<file path="config.mk">
export PLATFORM = sky130hd
export DESIGN_NAME = rtc_snap_ctrl
export DESIGN_NICKNAME = d
export VERILOG_FILES = /design/src/rtl/rtc_snap_pkg.sv /design/src/rtl/rtc_time_core.sv /design/src/rtl/rtc_user_regs.sv /design/src/rtl/rtc_snap_ctrl.sv
export SDC_FILE = /design/constraint.sdc
export NUM_CORES = 1
export LEC_CHECK = 0
export BUFFER_PORTS_ARGS = -buffer_cell sky130_fd_sc_hd__buf_4
export CAP_MARGIN = 25
export CORE_MARGIN = 8
export CORE_UTILIZATION = 45
export CTS_BUF_LIST = sky130_fd_sc_hd__clkbuf_2 sky130_fd_sc_hd__clkbuf_4 sky130_fd_sc_hd__clkbuf_8
export CTS_CLUSTER_SIZE = 30
export DETAILED_ROUTE_END_ITERATION = 7
export GPL_TIMING_DRIVEN = 0
export PLACE_DENSITY = 0.66
export SLEW_MARGIN = 20
export SYNTH_ARGS = -nofsm -noshare
export SYNTH_HDL_FRONTEND = slang
export SYNTH_SLANG_ARGS = --single-unit
</file>
<file path="constraint.sdc">
create_clock -name clk -period 3.6 [get_ports clk]
set_clock_uncertainty 0.2 [all_clocks]
set_input_delay 0.54 -clock clk [delete_from_list [all_inputs] [get_ports clk]]
set_output_delay 0.54 -clock clk [all_outputs]
set_load 0.02 [all_outputs]
</file>
<file path="src/rtl/rtc_snap_pkg.sv">
package rtc_snap_pkg;
  parameter int DATA_W   = 8;
  parameter int ADDR_W   = 4;
  parameter int NUM_TIME = 7;
  parameter int CAL_W    = 5;

  localparam int F_SEC  = 0;
  localparam int F_MIN  = 1;
  localparam int F_HOUR = 2;
  localparam int F_DAY  = 3;
  localparam int F_DATE = 4;
  localparam int F_MON  = 5;
  localparam int F_YEAR = 6;

  localparam int ADDR_CTL   = 0;
  localparam int ADDR_CAL   = 1;
  localparam int ADDR_TIME0 = 2;

  localparam int CTL_RD_BIT  = 0;
  localparam int CTL_WR_BIT  = 1;
  localparam int CTL_CAL_BIT = 2;
  localparam int CTL_CF_BIT  = 6;
  localparam int CAL_SIGN_BIT = CAL_W;

  typedef logic [NUM_TIME-1:0][DATA_W-1:0] time_bank_t;

  localparam time_bank_t FIELD_RST = {8'h00, 8'h01, 8'h01, 8'h01, 8'h00, 8'h00, 8'h00};
  localparam time_bank_t FIELD_LO  = {8'h00, 8'h01, 8'h01, 8'h01, 8'h00, 8'h00, 8'h00};
  localparam time_bank_t FIELD_HI  = {8'h99, 8'h12, 8'h31, 8'h07, 8'h23, 8'h59, 8'h59};

  function automatic logic [DATA_W-1:0] bcd_next(input logic [DATA_W-1:0] v,
                                                  input logic [DATA_W-1:0] lo,
                                                  input logic [DATA_W-1:0] hi);
    if (v == hi)            return lo;
    else if (v[3:0] == 4'h9) return {v[7:4] + 4'd1, 4'd0};
    else                     return {v[7:4], v[3:0] + 4'd1};
  endfunction

  function automatic logic [DATA_W-1:0] month_last(input logic [DATA_W-1:0] mon,
                                                    input logic [DATA_W-1:0] yr);
    logic [4:0] md4;
    md4 = {yr[7:4], 1'b0} + {1'b0, yr[3:0]};
    case (mon)
      8'h02:                      return (md4[1:0] == 2'b00) ? 8'h29 : 8'h28;
      8'h04, 8'h06, 8'h09, 8'h11: return 8'h30;
      default:                    return 8'h31;
    endcase
  endfunction
endpackage

</file>
<file path="src/rtl/rtc_time_core.sv">
module rtc_time_core
  import rtc_snap_pkg::*;
(
  input  logic       clk,
  input  logic       rst_n,
  input  logic       tick_i,
  input  logic       freeze_i,
  input  logic       load_i,
  input  time_bank_t load_val_i,
  output time_bank_t cnt_o,
  output logic       century_o
);
  time_bank_t cnt_q;
  time_bank_t hi;
  logic [NUM_TIME-1:0] en;

  always_comb begin
    hi          = FIELD_HI;
    hi[F_DATE]  = month_last(cnt_q[F_MON], cnt_q[F_YEAR]);
    en[F_SEC]   = tick_i && !freeze_i && !load_i;
    en[F_MIN]   = en[F_SEC]  && (cnt_q[F_SEC]  == hi[F_SEC]);
    en[F_HOUR]  = en[F_MIN]  && (cnt_q[F_MIN]  == hi[F_MIN]);
    en[F_DAY]   = en[F_HOUR] && (cnt_q[F_HOUR] == hi[F_HOUR]);
    en[F_DATE]  = en[F_DAY];
    en[F_MON]   = en[F_DATE] && (cnt_q[F_DATE] == hi[F_DATE]);
    en[F_YEAR]  = en[F_MON]  && (cnt_q[F_MON]  == hi[F_MON]);
    century_o   = en[F_YEAR] && (cnt_q[F_YEAR] == hi[F_YEAR]);
  end

  for (genvar i = 0; i < NUM_TIME; i++) begin : g_field
    always_ff @(posedge clk or negedge rst_n) begin
      if (!rst_n)      cnt_q[i] <= FIELD_RST[i];
      else if (load_i) cnt_q[i] <= load_val_i[i];
      else if (en[i])  cnt_q[i] <= bcd_next(cnt_q[i], FIELD_LO[i], hi[i]);
    end
  end

  assign cnt_o = cnt_q;

  assert_freeze_holds_R6: assert property (@(posedge clk) disable iff (!rst_n)
    (freeze_i && !load_i) |=> $stable(cnt_q));
  assert_load_takes_R7: assert property (@(posedge clk) disable iff (!rst_n)
    load_i |=> (cnt_q == $past(load_val_i)));
  assert_sec_wrap_R2: assert property (@(posedge clk) disable iff (!rst_n)
    (tick_i && !freeze_i && !load_i && cnt_q[F_SEC] == 8'h59) |=> (cnt_q[F_SEC] == 8'h00));
endmodule

</file>
<file path="src/rtl/rtc_user_regs.sv">
module rtc_user_regs
  import rtc_snap_pkg::*;
(
  input  logic              clk,
  input  logic              rst_n,
  input  logic              req_valid_i,
  input  logic              req_write_i,
  input  logic [ADDR_W-1:0] req_addr_i,
  input  logic [DATA_W-1:0] req_wdata_i,
  input  time_bank_t        cnt_i,
  input  logic              century_i,
  output logic              rsp_valid_o,
  output logic [DATA_W-1:0] rsp_rdata_o,
  output logic              freeze_o,
  output logic              load_o,
  output time_bank_t        bank_o,
  output logic              cal_en_o,
  output logic              cal_sign_o,
  output logic [CAL_W-1:0]  cal_mag_o
);
  logic wr, rd, wr_ctl, rd_ctl, cap;
  logic rd_q, wr_q, cal_q, cf_q, sign_q;
  logic [CAL_W-1:0] mag_q;
  time_bank_t bank_q;
  logic [DATA_W-1:0] rdata_d;

  assign wr     = req_valid_i && req_write_i;
  assign rd     = req_valid_i && !req_write_i;
  assign wr_ctl = wr && (req_addr_i == ADDR_W'(ADDR_CTL));
  assign rd_ctl = rd && (req_addr_i == ADDR_W'(ADDR_CTL));
  assign cap    = wr_ctl && req_wdata_i[CTL_RD_BIT] && !rd_q;
  assign load_o = wr_ctl && wr_q && !req_wdata_i[CTL_WR_BIT];

  always_ff @(posedge clk or negedge rst_n) begin
    if (!rst_n) begin
      rd_q <= 1'b0; wr_q <= 1'b0; cal_q <= 1'b0;
    end else if (wr_ctl) begin
      rd_q  <= req_wdata_i[CTL_RD_BIT];
      wr_q  <= req_wdata_i[CTL_WR_BIT];
      cal_q <= req_wdata_i[CTL_CAL_BIT];
    end
  end

  always_ff @(posedge clk or negedge rst_n) begin
    if (!rst_n)         cf_q <= 1'b0;
    else if (century_i) cf_q <= 1'b1;
    else if (rd_ctl)    cf_q <= 1'b0;
  end

  always_ff @(posedge clk or negedge rst_n) begin
    if (!rst_n) begin
      sign_q <= 1'b0; mag_q <= '0;
    end else if (wr && req_addr_i == ADDR_W'(ADDR_CAL)) begin
      sign_q <= req_wdata_i[CAL_SIGN_BIT];
      mag_q  <= req_wdata_i[CAL_W-1:0];
    end
  end

  for (genvar i = 0; i < NUM_TIME; i++) begin : g_bank
    always_ff @(posedge clk or negedge rst_n) begin
      if (!rst_n)                                          bank_q[i] <= FIELD_RST[i];
      else if (wr && req_addr_i == ADDR_W'(ADDR_TIME0 + i)) bank_q[i] <= req_wdata_i;
      else if (cap)                                         bank_q[i] <= cnt_i[i];
    end
  end

  always_comb begin
    rdata_d = '0;
    if (req_addr_i == ADDR_W'(ADDR_CTL)) begin
      rdata_d[CTL_RD_BIT]  = rd_q;
      rdata_d[CTL_WR_BIT]  = wr_q;
      rdata_d[CTL_CAL_BIT] = cal_q;
      rdata_d[CTL_CF_BIT]  = cf_q;
    end else if (req_addr_i == ADDR_W'(ADDR_CAL)) begin
      rdata_d[CAL_SIGN_BIT] = sign_q;
      rdata_d[CAL_W-1:0]    = mag_q;
    end
    for (int i = 0; i < NUM_TIME; i++)
      if (req_addr_i == ADDR_W'(ADDR_TIME0 + i)) rdata_d = bank_q[i];
  end

  always_ff @(posedge clk or negedge rst_n) begin
    if (!rst_n) begin
      rsp_valid_o <= 1'b0; rsp_rdata_o <= '0;
    end else begin
      rsp_valid_o <= rd;
      if (rd) rsp_rdata_o <= rdata_d;
    end
  end

  assign freeze_o   = wr_q;
  assign bank_o     = bank_q;
  assign cal_en_o   = cal_q;
  assign cal_sign_o = sign_q;
  assign cal_mag_o  = mag_q;

  assert_cf_set_wins_R8: assert property (@(posedge clk) disable iff (!rst_n)
    century_i |=> cf_q);
  assert_cf_read_clears_R8: assert property (@(posedge clk) disable iff (!rst_n)
    (rd_ctl && !century_i) |=> !cf_q);
  assert_held_no_capture_R5: assert property (@(posedge clk) disable iff (!rst_n)
    (wr_ctl && rd_q && req_wdata_i[CTL_RD_BIT]) |=> $stable(bank_q));
  assert_rsp_next_R1: assert property (@(posedge clk) disable iff (!rst_n)
    rd |=> rsp_valid_o);
endmodule

</file>
<file path="src/rtl/rtc_snap_ctrl.sv">
module rtc_snap_ctrl
  import rtc_snap_pkg::*;
(
  input  logic              clk,
  input  logic              rst_n,
  input  logic              tick_i,
  input  logic              req_valid_i,
  input  logic              req_write_i,
  input  logic [ADDR_W-1:0] req_addr_i,
  input  logic [DATA_W-1:0] req_wdata_i,
  output logic              rsp_valid_o,
  output logic [DATA_W-1:0] rsp_rdata_o,
  input  logic              cal_clk_i,
  input  logic              pfail_i,
  output logic              cal_pfo_o,
  output logic              cal_mode_o,
  output logic              cal_sign_o,
  output logic [CAL_W-1:0]  cal_mag_o
);
  time_bank_t cnt, bank;
  logic freeze, load, century, cal_en;

  rtc_time_core u_core (
    .clk(clk), .rst_n(rst_n), .tick_i(tick_i), .freeze_i(freeze), .load_i(load),
    .load_val_i(bank), .cnt_o(cnt), .century_o(century)
  );

  rtc_user_regs u_regs (
    .clk(clk), .rst_n(rst_n), .req_valid_i(req_valid_i), .req_write_i(req_write_i),
    .req_addr_i(req_addr_i), .req_wdata_i(req_wdata_i), .cnt_i(cnt), .century_i(century),
    .rsp_valid_o(rsp_valid_o), .rsp_rdata_o(rsp_rdata_o), .freeze_o(freeze), .load_o(load),
    .bank_o(bank), .cal_en_o(cal_en), .cal_sign_o(cal_sign_o), .cal_mag_o(cal_mag_o)
  );

  assign cal_mode_o = cal_en;
  assign cal_pfo_o  = cal_en ? cal_clk_i : pfail_i;

  assert_pin_mux_R11: assert property (@(posedge clk) disable iff (!rst_n)
    !cal_mode_o |-> (cal_pfo_o == pfail_i));
endmodule

</file>
==> metrics <==
ranking of synthesized cells by area dfrtp_1, nand2_1, nor2_1; number of routed nets with antenna violations 0; ys flop type dfrtp_1; Layout Cells excl Fill 1171; library cells used by synthesis 73; CTS clk-pin slew, worst paths 0.08 ns; setup violators final 0; first-pass GRT wire length 40800 um; PortBufs 29; clk sink count 131; syn_area_per_cell 8.74 sq um; Hold Crit Class input port to flip-flop; CP Max Fanout 10; Post-synth EDFFs 0; TritonCTS buffer count 17; CP Launch Point u_core.cnt_o[0]; Leak 0.00381 uW; CTS max path bufs 2; GR Layer Usage met2 0.368; Post-CTS Setup Bufs 0; worst skew pair latency 0.47 ns; DIE HEIGHT 147 um; period utilisation layout 0.920; worst slack at placement 0.00918 ns; drt drc 0; met1 usage 0.345; CP Class flip-flop to flip-flop; setup slack after layout 0.290 ns; max-slew violation count 0; Slew @ Worst Pin 0.898 ns; largest net degree at the start of global routing 70; reg2reg end u_core.cnt_o[54]; max cap viols 0; R2R depth 9; Max-Slew Margin vs Limit 0.401; critical path arrival 3.51 ns; sequential share of power 0.500; GR Util met3 0.0461; Critical Path End u_core.cnt_o[54]; synthesized flop and latch total 131; clock power share 0.324; area of the mapped netlist 7720 sq um; reg2reg start u_core.cnt_o[0]; count leader, synth nand2_1; r2r setup slk 0.29 ns; Fin. Hold Viols 0; Ys Warns 0; die footprint 21600 sq um; vias in the first global route 6876; Final Critical Period 3.31 ns; Wirelength per Cell 22.5 um; Ports 36; critical path endpoint category flip-flop; Hold Crit Start req_wdata_i[7]; combinational power share 0.176; Yosys top cell by area dfrtp_1; Nets 974; startpoint types flip-flop; status finished, final reports clean; PwrDens 464 nW/um^2; Net Count, Synth 924; RSZ-0062 raised after global routing false; TritonCTS clock tree yes; switching power 1300 uW; synth cell count leaders nand2_1, dfrtp_1, nor2_1, o21ai_0, a21oi_1; Synth Instances 883; Switching Fraction 0.323; GRT overflow 0; initial antenna violation count 0; Worst Hold Slack 0.231 ns; worst vdd ir 0.234 mV; placed cells 1138; final RePlAce weighted congestion 0.994; All-Layer GR Usage 0.246; std cell rows 48; # diodes 0; share of cells above drive strength 1 0.132; Vias/cell 6.32; DR vias 7403; Post-Route Setup TNS 0 ns; CTS root buf clkbuf_8; drt pass-1 iters 5; routed wire length 26400 um; Starting Density 0.452; Async S/R FF share, synth 1.00; post-synthesis sequential area ratio 0.426; required time of the critical path 3.80 ns; P_int 2720 uW; GR peak layer met2; dpl hpwl 18700 um; core area 17100 sq um; area share of the largest cell type after synthesis 0.405; First DRT Iteration DRCs 821; Die W 147 um; Area Growth Syn to Fin 12.2%; H-tree depth 4; fmax 302 MHz
## cell usage in the layout (no fill, tap or decap), types with 17 or more instances in the layout
| cell type | instances |
|---|---|
| nand2_1 | 161 |
| dfrtp_1 | 125 |
| nor2_1 | 83 |
| o21ai_0 | 47 |
| a21oi_1 | 43 |
| a31oi_1 | 36 |
| nand3_1 | 33 |
| clkbuf_1 | 28 |
| buf_4 | 28 |
| inv_1 | 27 |
| nor3_1 | 25 |
| a22oi_1 | 24 |
| ha_1 | 22 |
| clkbuf_8 | 21 |
| mux2_2 | 17 |
## registers in the layout, summed over array words and instances, names as in the netlist, 5 cells and up
name,count
u_regs.cal_mag_o,5
u_regs.bank_o,56
u_core.cnt_o,56
u_regs.rsp_rdata_o,8
## how the worst min path moves through the flow
stage / to / cells past startpoint / slack [ns]
2_1_floorplan: u_core.cnt_o[0] / 0 / 0.04
3_3_place_gp: u_regs.bank_o[32] / 2 / 0.26
3_5_place_dp: u_regs.bank_o[32] / 2 / 0.27
4_1_cts: u_regs.bank_o[31] / 3 / 0.20
5_1_grt: u_regs.bank_o[31] / 3 / 0.22
6_report: u_regs.bank_o[31] / 3 / 0.23
## through the flow
| step | total power (uW) | utilization | instance area [sq um] |
|---|---|---|---|
| global route | 4190 | 0.508 | 8660 |
| CTS | 4010 | 0.508 | 8660 |
| floorplan | 2390 | - | 7720 |
| finish | 4020 | 0.508 | 8660 |
| detailed placement | 2720 | 0.484 | 8250 |
| global placement | 2700 | 0.482 | 8220 |
## logic make-up (layout without fill, tap and decap cells)
kind of cell               Yosys count  in the layout  share of synthesized area
adders and majority gates           22             22                     0.0357
muxes                               27             27                     0.0426
AOI/OAI and AO/OA                  231            231                      0.198
DFF                                131            131                      0.426
xor gates and xnor gates             7              7                    0.00794
buffers and inverters               81            144                     0.0490
and+or+nand+nor                    384            384                      0.241
## worst max-delay path, stage by stage, from the launching register on
cell and delay, ns:
dfrtp_1 0.47, ha_1 0.21, and3b_1 0.15, clkbuf_1 0.26
nand4_1 0.31, o21ai_1 0.38, buf_2 0.32, nand4_1 0.30
or4_1 0.55, nand3_1 0.09
## timing repair
| action | 4_1_cts | 5_1_grt |
|---|---|---|
| hold buffers | 1 | 0 |
| hold endpoints to repair | 60 | 0 |
| endpoints found under the setup margin | 0 | 1 |
| gates resized for setup | 0 | 1 |
## power groups by stage
stage                     registers, uW  clock network, uW  logic [uW]
after global routing               2030               1370         784
after CTS                          1990               1310         703
final                              2010               1300         708
after floorplan                    1940                  0         444
after detailed placement           2020                  0         699
after global placement             2020                  0         676
## per-layer routing
| metal | vias to the layer above | part of all wire |
|---|---|---|
| li1 | 3302 | - |
| met1 | 3642 | 0.43 |
| met2 | 395 | 0.45 |
| met3 | 64 | 0.088 |
| met4 | 0 | 0.029 |
| met5 | - | 0 |
## area by class of cell
| type | instances | area [sq um] |
|---|---|---|
| inverter | 28 | 105 |
| clock inverter | 9 | 106 |
| buffer | 53 | 273 |
| tap | 225 | 282 |
| sequential | 131 | 3290 |
| clock buffer | 23 | 292 |
| multi-input combinational | 671 | 4050 |
| timing repair buffer | 31 | 263 |
| fill | 1699 | 8400 |
(Power assumes the default switching activity.)
